--- config.mk ---
export PLATFORM = sky130hd
export DESIGN_NAME = mask_lzc_unit
export DESIGN_NICKNAME = d
export VERILOG_FILES = /design/src/rtl/mlz_pkg.sv /design/src/rtl/mlz_lead_zero.sv /design/src/rtl/mlz_window.sv /design/src/rtl/mlz_popcount.sv /design/src/rtl/mlz_opc_check.sv /design/src/rtl/mask_lzc_unit.sv
export SDC_FILE = /design/constraint.sdc
export NUM_CORES = 1
export LEC_CHECK = 0
export ABC_CLOCK_PERIOD_IN_PS = 12200
export BUFFER_PORTS_ARGS = -buffer_cell sky130_fd_sc_hd__buf_4
export CAP_MARGIN = 20
export CORE_MARGIN = 10
export CORE_UTILIZATION = 39
export CTS_BUF_LIST = sky130_fd_sc_hd__clkbuf_8 sky130_fd_sc_hd__clkbuf_16
export CTS_CLUSTER_SIZE = 10
export DETAILED_ROUTE_END_ITERATION = 7
export HOLD_SLACK_MARGIN = 0.05
export PLACE_DENSITY = 0.58
export SLEW_MARGIN = 20
export SYNTH_ARGS = -nofsm -noshare
export SYNTH_HDL_FRONTEND = slang
export SYNTH_SLANG_ARGS = --single-unit
--- constraint.sdc ---
create_clock -name clk -period 12.2 [get_ports clk]
set_input_delay 0.61 -clock clk [delete_from_list [all_inputs] [get_ports clk]]
set_output_delay 0.61 -clock clk [all_outputs]
set_load 0.01 [all_outputs]
--- src/rtl/mlz_pkg.sv ---
package mlz_pkg;
   localparam int INSN_W = 32;

   typedef struct packed {
      logic [5:0] prim;
      logic [4:0] rt;
      logic [4:0] ra;
      logic [4:0] rb;
      logic [9:0] xop;
      logic       rc;
   } xform_t;

   typedef enum logic [0:0] {
      WIN_SUBTRACT = 1'b0,
      WIN_XOR_SPLIT = 1'b1
   } win_style_e;
endpackage

--- src/rtl/mlz_lead_zero.sv ---
module mlz_lead_zero #(
   parameter int W  = 64,
   parameter int CW = $clog2(W + 1)
) (
   input  logic [W-1:0]  vec,
   output logic [CW-1:0] lz,
   output logic          none
);
   always_comb begin
      lz = CW'(W);
      for (int i = 0; i < W; i++) begin
         if (vec[i]) lz = CW'(W - 1 - i);
      end
   end
   assign none = ~|vec;
endmodule

--- src/rtl/mlz_window.sv ---
module mlz_window
   import mlz_pkg::*;
#(
   parameter int         W     = 64,
   parameter int         CW    = $clog2(W + 1),
   parameter win_style_e STYLE = WIN_XOR_SPLIT
) (
   input  logic [W-1:0]  mask,
   input  logic [CW-1:0] lz,
   input  logic          none,
   output logic [W-1:0]  window
);
   localparam int SW = $clog2(W);

   generate
      if (STYLE == WIN_SUBTRACT) begin : g_sub
         logic [CW-1:0] shamt;
         assign shamt = CW'(W) - lz;
         always_comb begin
            if (lz == '0) window = '0;
            else          window = mask >> shamt;
         end
         logic unused_none;
         assign unused_none = none;
      end else begin : g_xor
         logic [SW-1:0] part;
         logic [W-1:0]  stage;
         assign part  = lz[SW-1:0] ^ {SW{1'b1}};
         assign stage = mask >> part;
         assign window = none ? mask : (stage >> 1);
      end
   endgenerate
endmodule

--- src/rtl/mlz_popcount.sv ---
module mlz_popcount #(
   parameter int W  = 64,
   parameter int CW = $clog2(W + 1)
) (
   input  logic [W-1:0]  vec,
   output logic [CW-1:0] ones
);
   always_comb begin
      ones = '0;
      for (int i = 0; i < W; i++) ones = ones + CW'(vec[i]);
   end
endmodule

--- src/rtl/mlz_opc_check.sv ---
module mlz_opc_check
   import mlz_pkg::*;
#(
   parameter int  PRIM_OP = 31,
   parameter int  EXT_OP  = 59,
   parameter bit  ENABLE  = 1'b1
) (
   input  logic [INSN_W-1:0] insn,
   output logic              hit
);
   xform_t f;
   assign f = xform_t'(insn);

   generate
      if (ENABLE) begin : g_on
         assign hit = (f.prim == 6'(PRIM_OP)) && (f.xop == 10'(EXT_OP));
      end else begin : g_off
         assign hit = 1'b0;
      end
   endgenerate

   logic unused_bits;
   assign unused_bits = ^{f.rt, f.ra, f.rb, f.rc};
endmodule

--- src/rtl/mask_lzc_unit.sv ---
module mask_lzc_unit
   import mlz_pkg::*;
#(
   parameter int         DATA_W    = 64,
   parameter win_style_e WIN_STYLE = WIN_XOR_SPLIT,
   parameter bit         OPC_EN    = 1'b1,
   parameter int         PRIM_OP   = 31,
   parameter int         EXT_OP    = 59
) (
   input  logic                clk,
   input  logic                rst,
   input  logic                req_valid,
   output logic                req_ready,
   input  logic [DATA_W-1:0]   src_op,
   input  logic [DATA_W-1:0]   mask_op,
   input  logic [INSN_W-1:0]   insn_word,
   output logic                opc_match,
   output logic                res_valid,
   input  logic                res_ready,
   output logic [DATA_W-1:0]   res_data
);
   localparam int CW = $clog2(DATA_W + 1);

   generate
      if (DATA_W < 8 || (DATA_W & (DATA_W - 1)) != 0) begin : g_bad_width
         $error("mask_lzc_unit: DATA_W must be a power of two of at least 8");
      end
      if (PRIM_OP < 0 || PRIM_OP > 63 || EXT_OP < 0 || EXT_OP > 1023) begin : g_bad_opc
         $error("mask_lzc_unit: opcode parameters out of field range");
      end
   endgenerate

   logic [DATA_W-1:0] sel;
   logic [CW-1:0]     lz;
   logic              none;
   logic [DATA_W-1:0] window;
   logic [CW-1:0]     ones;
   logic [CW-1:0]     cnt_q;
   logic              val_q;
   logic              take;

   assign sel = src_op & mask_op;

   mlz_lead_zero #(.W(DATA_W), .CW(CW)) u_lz (
      .vec (sel),
      .lz  (lz),
      .none(none)
   );

   mlz_window #(.W(DATA_W), .CW(CW), .STYLE(WIN_STYLE)) u_win (
      .mask  (mask_op),
      .lz    (lz),
      .none  (none),
      .window(window)
   );

   mlz_popcount #(.W(DATA_W), .CW(CW)) u_pop (
      .vec (window),
      .ones(ones)
   );

   mlz_opc_check #(.PRIM_OP(PRIM_OP), .EXT_OP(EXT_OP), .ENABLE(OPC_EN)) u_opc (
      .insn(insn_word),
      .hit (opc_match)
   );

   assign req_ready = !val_q || res_ready;
   assign take      = req_valid && req_ready;

   always_ff @(posedge clk) begin
      if (rst) begin
         val_q <= 1'b0;
         cnt_q <= '0;
      end else if (take) begin
         val_q <= 1'b1;
         cnt_q <= ones;
      end else if (res_ready) begin
         val_q <= 1'b0;
      end
   end

   assign res_valid = val_q;
   assign res_data  = {{(DATA_W - CW){1'b0}}, cnt_q};
endmodule

==> flow_metrics.env <==
export IMPL_status="finished clean"
export IMPL_gr_usage_met2=0.4627
export IMPL_crit_top_cell="fa_1"
export IMPL_cp_startpoint="mask_op[51]"
export IMPL_cts_buffer_depth=2
export IMPL_path_class="in -> reg"
export IMPL_grt_pass1_vias=10610
export IMPL_drv_slew=0
export IMPL_ir_worst_vdd_uv=120.6
export IMPL_ctsResizeCount=0
export IMPL_finalSetupTns_ns=0
export IMPL_grt_max_degree=57
export IMPL_fp_dieH_um=174.4
export IMPL_wire_per_inst_um=29.04
export IMPL_ys_types=89
export IMPL_vias=10950
export IMPL_critPathRequiredTime_ns=12.37
export IMPL_fill_cells=2468
export IMPL_worstSkewPairLatency_ns=0.23
export IMPL_whs_path_depth=2
export IMPL_cp_arrival_ns=10.84
export IMPL_synth_area_mm2=0.009291
export IMPL_fin_crit_sh=0.8745
export IMPL_critPathMaxFanout=19
export IMPL_die_area_mm2=0.03040
export IMPL_start_util=0.3958
export IMPL_first_pass_iters=7
export IMPL_hold_buffers=0
export IMPL_drtAntennaViolNets=0
export IMPL_synth_area_per_cell_um2=7.579
export IMPL_max_cap_viol_count=0
export IMPL_area_delta_synth_final_pct=12.85
export IMPL_grt_pass1_wl_mm=70.45
export IMPL_finalNetCount=1557
export IMPL_rows=56
export IMPL_worstRegToRegCells=5
export IMPL_powerDensity_mw_per_mm2=66.74
export IMPL_r2r_end="cnt_q[2]$_SDFFE_PP0P_"
export IMPL_worst_r2r_setup_slack_ns=11.05
export IMPL_clockRootBuffer="clkbuf_16"
export IMPL_rsz0062_at_grt="false"
export IMPL_synthSimpleGateAreaFrac=0.1853
export IMPL_synth_xor_area_frac=0.002828
export IMPL_clk_pin_slew_ns=0.04
export IMPL_hp_class="reg -> reg"
export IMPL_hold_violations=0
export IMPL_post_cts_buffers=0
export IMPL_slowest_delay_ns=0.70
export IMPL_slew_headroom=0.3435
export IMPL_worst_slew_pin_slew_ns=0.9848
export IMPL_clock_sinks=8
export IMPL_drive_above_1_share=0.2082
export IMPL_seq_area_um2=160.2
export IMPL_dp_hpwl_mm=37.66
export IMPL_io_pins=231
export IMPL_setup_viol=0
export IMPL_core_mm2=0.02347
export IMPL_synth_edf_count=0
export IMPL_grt_use_total=0.2980
export IMPL_use_met1=0.3843
export IMPL_drc=0
export IMPL_min_from="cnt_q[3]$_SDFFE_PP0P_"
export IMPL_yosys_warnings=0
export IMPL_antenna_found_initial=0
export IMPL_grt_busiest_layer="met2"
export IMPL_synth_fa_ha_area_frac=0.1379
export IMPL_synth_compound_area_frac=0.2992
export IMPL_cts_tree="yes"
export IMPL_n_antenna_cell=0
export IMPL_ys_flop_type="dfxtp_1"
export IMPL_wirelength_mm=47.62
export IMPL_cts_htree_levels=1
export IMPL_drt_iter0_drc=1300
export IMPL_muxShareOfSynthArea=0.2305
export IMPL_place_congestion=1.036
export IMPL_ys_seq_area_frac=0.01724
export IMPL_final_cell_mix="buf_4, nand2_1, mux2i_1"
export IMPL_finalPower_w=0.0006998
export IMPL_layout_min_cycle_time_ns=10.67
export IMPL_endpoint_kind="flip-flop"
export IMPL_cts_buffers_inserted=3
export IMPL_grtUsageMet3=0.08126
export IMPL_grt_ovfl_total=0
export IMPL_synth_top_family_by_area="compound AO/OA/AOI/OAI gates"
export IMPL_critPathSlowestCell="mux2i_1"
export IMPL_r2r_start="res_valid$_SDFFE_PP0P_"
export IMPL_p_leak_nw=4.547
export IMPL_synth_seq_cells=8
export IMPL_die_width_um=174.4
export IMPL_final_common_cell="buf_4"
export IMPL_netlist_instances=1226
export IMPL_fin_skew_ns=0.001625
export IMPL_viasPerCell=6.679
export IMPL_async_flop_share=0
export IMPL_io_buffers=157
export IMPL_cp_start_kind="primary input"
export IMPL_multi_input_area_mm2=0.008200
export IMPL_max_freq_mhz=93.73
export IMPL_min_to="cnt_q[3]$_SDFFE_PP0P_"
## logic make-up after synthesis
| logic type | count (synthesis) |
|---|---|
| compound gates | 377 |
| xor+xnor | 3 |
| fa+ha+maj | 70 |
| buf+inv | 207 |
| flops | 8 |
| mux | 178 |
| other cells | 1 |
| simple gates | 382 |
## synthesized netlist by cell type, types with 7 or more instances
cell / count / share of area
a21oi_1: 61 / 0.033
o21ai_0: 54 / 0.029
inv_1: 53 / 0.021
ha_1: 16 / 0.022
nand3_1: 36 / 0.019
dfxtp_1: 8 / 0.017
and3_1: 15 / 0.010
a32o_1: 8 / 0.0086
buf_6: 9 / 0.011
a22oi_1: 47 / 0.038
buf_2: 24 / 0.013
fa_1: 54 / 0.12
a311oi_1: 7 / 0.0066
nor2_1: 77 / 0.031
a221oi_1: 9 / 0.0085
a211oi_1: 19 / 0.015
clkbuf_1: 42 / 0.017
mux2i_1: 132 / 0.14
o211ai_1: 22 / 0.018
nor3_1: 23 / 0.012
mux4_2: 24 / 0.058
a31oi_1: 11 / 0.0074
buf_4: 70 / 0.057
a22o_1: 11 / 0.010
a21o_1: 13 / 0.011
o22ai_1: 11 / 0.0074
nand4_1: 10 / 0.0067
and2_1: 14 / 0.0094
mux2_2: 18 / 0.022
a32oi_1: 13 / 0.012
a211o_1: 10 / 0.0094
nand2b_1: 9 / 0.0061
nand2_1: 172 / 0.069
## registers in the layout, summed over array words and instances, names as in the netlist
register   cells
res_valid      1
cnt_q          7
## how the worst max path moves through the flow
| stage | end | slack, ns | depth (start not counted) |
|---|---|---|---|
| 3_3_place_gp | cnt_q[6]$_SDFFE_PP0P_ | 1.43 | 37 |
| 6_report | cnt_q[6]$_SDFFE_PP0P_ | 1.53 | 37 |
| 2_1_floorplan | cnt_q[4]$_SDFFE_PP0P_ | 3.26 | 36 |
| 4_1_cts | cnt_q[6]$_SDFFE_PP0P_ | 1.57 | 37 |
| 3_5_place_dp | cnt_q[6]$_SDFFE_PP0P_ | 1.36 | 37 |
| 5_1_grt | cnt_q[4]$_SDFFE_PP0P_ | 1.10 | 36 |
## report_power, final
group          switching, W  internal (W)   total, W
registers        0.00000155     0.0000296  0.0000312
clock network     0.0000121     0.0000422  0.0000543
logic              0.000383      0.000232   0.000614
## stage by stage
stage | worst slack (ns) | std cells | util | area (um^2) | hold WS (ns)
CTS | 1.566 | 1640 | 0.4467 | 10490 | 0.4864
floorplan | 3.257 | 1282 | - | 9502 | 0.5238
detailed placement | 1.358 | 1637 | 0.4435 | 10410 | 0.4780
global placement | 1.427 | 1637 | 0.4435 | 10410 | 0.4718
finish | 1.531 | 1640 | 0.4467 | 10490 | 0.4810
global route | 1.098 | 1640 | 0.4467 | 10490 | 0.5210
## critical path: cells and delay by family
kind | cells | cell delay [ns]
multiplexers | 3 | 1.16
AO/OA/AOI/OAI | 10 | 2.13
AND/OR/NAND/NOR | 6 | 1.13
adder cells (fa/ha/maj) | 11 | 5.06
buffers and inverters | 7 | 0.74
## metal layers
metal	share of wire	vias up
li1	-	4697
met1	0.39	5310
met2	0.44	816
met3	0.12	131
met4	0.043	0
met5	0	-
## area by class of cell
class,count,area share
Sequential cell,8,0.01527
Clock buffer,3,0.007160
Inverter,53,0.01897
Tap cell,319,0.03807
Multi-Input combinational cell,1067,0.7821
Timing Repair Buffer,190,0.1384
(Power assumes the default switching activity.)
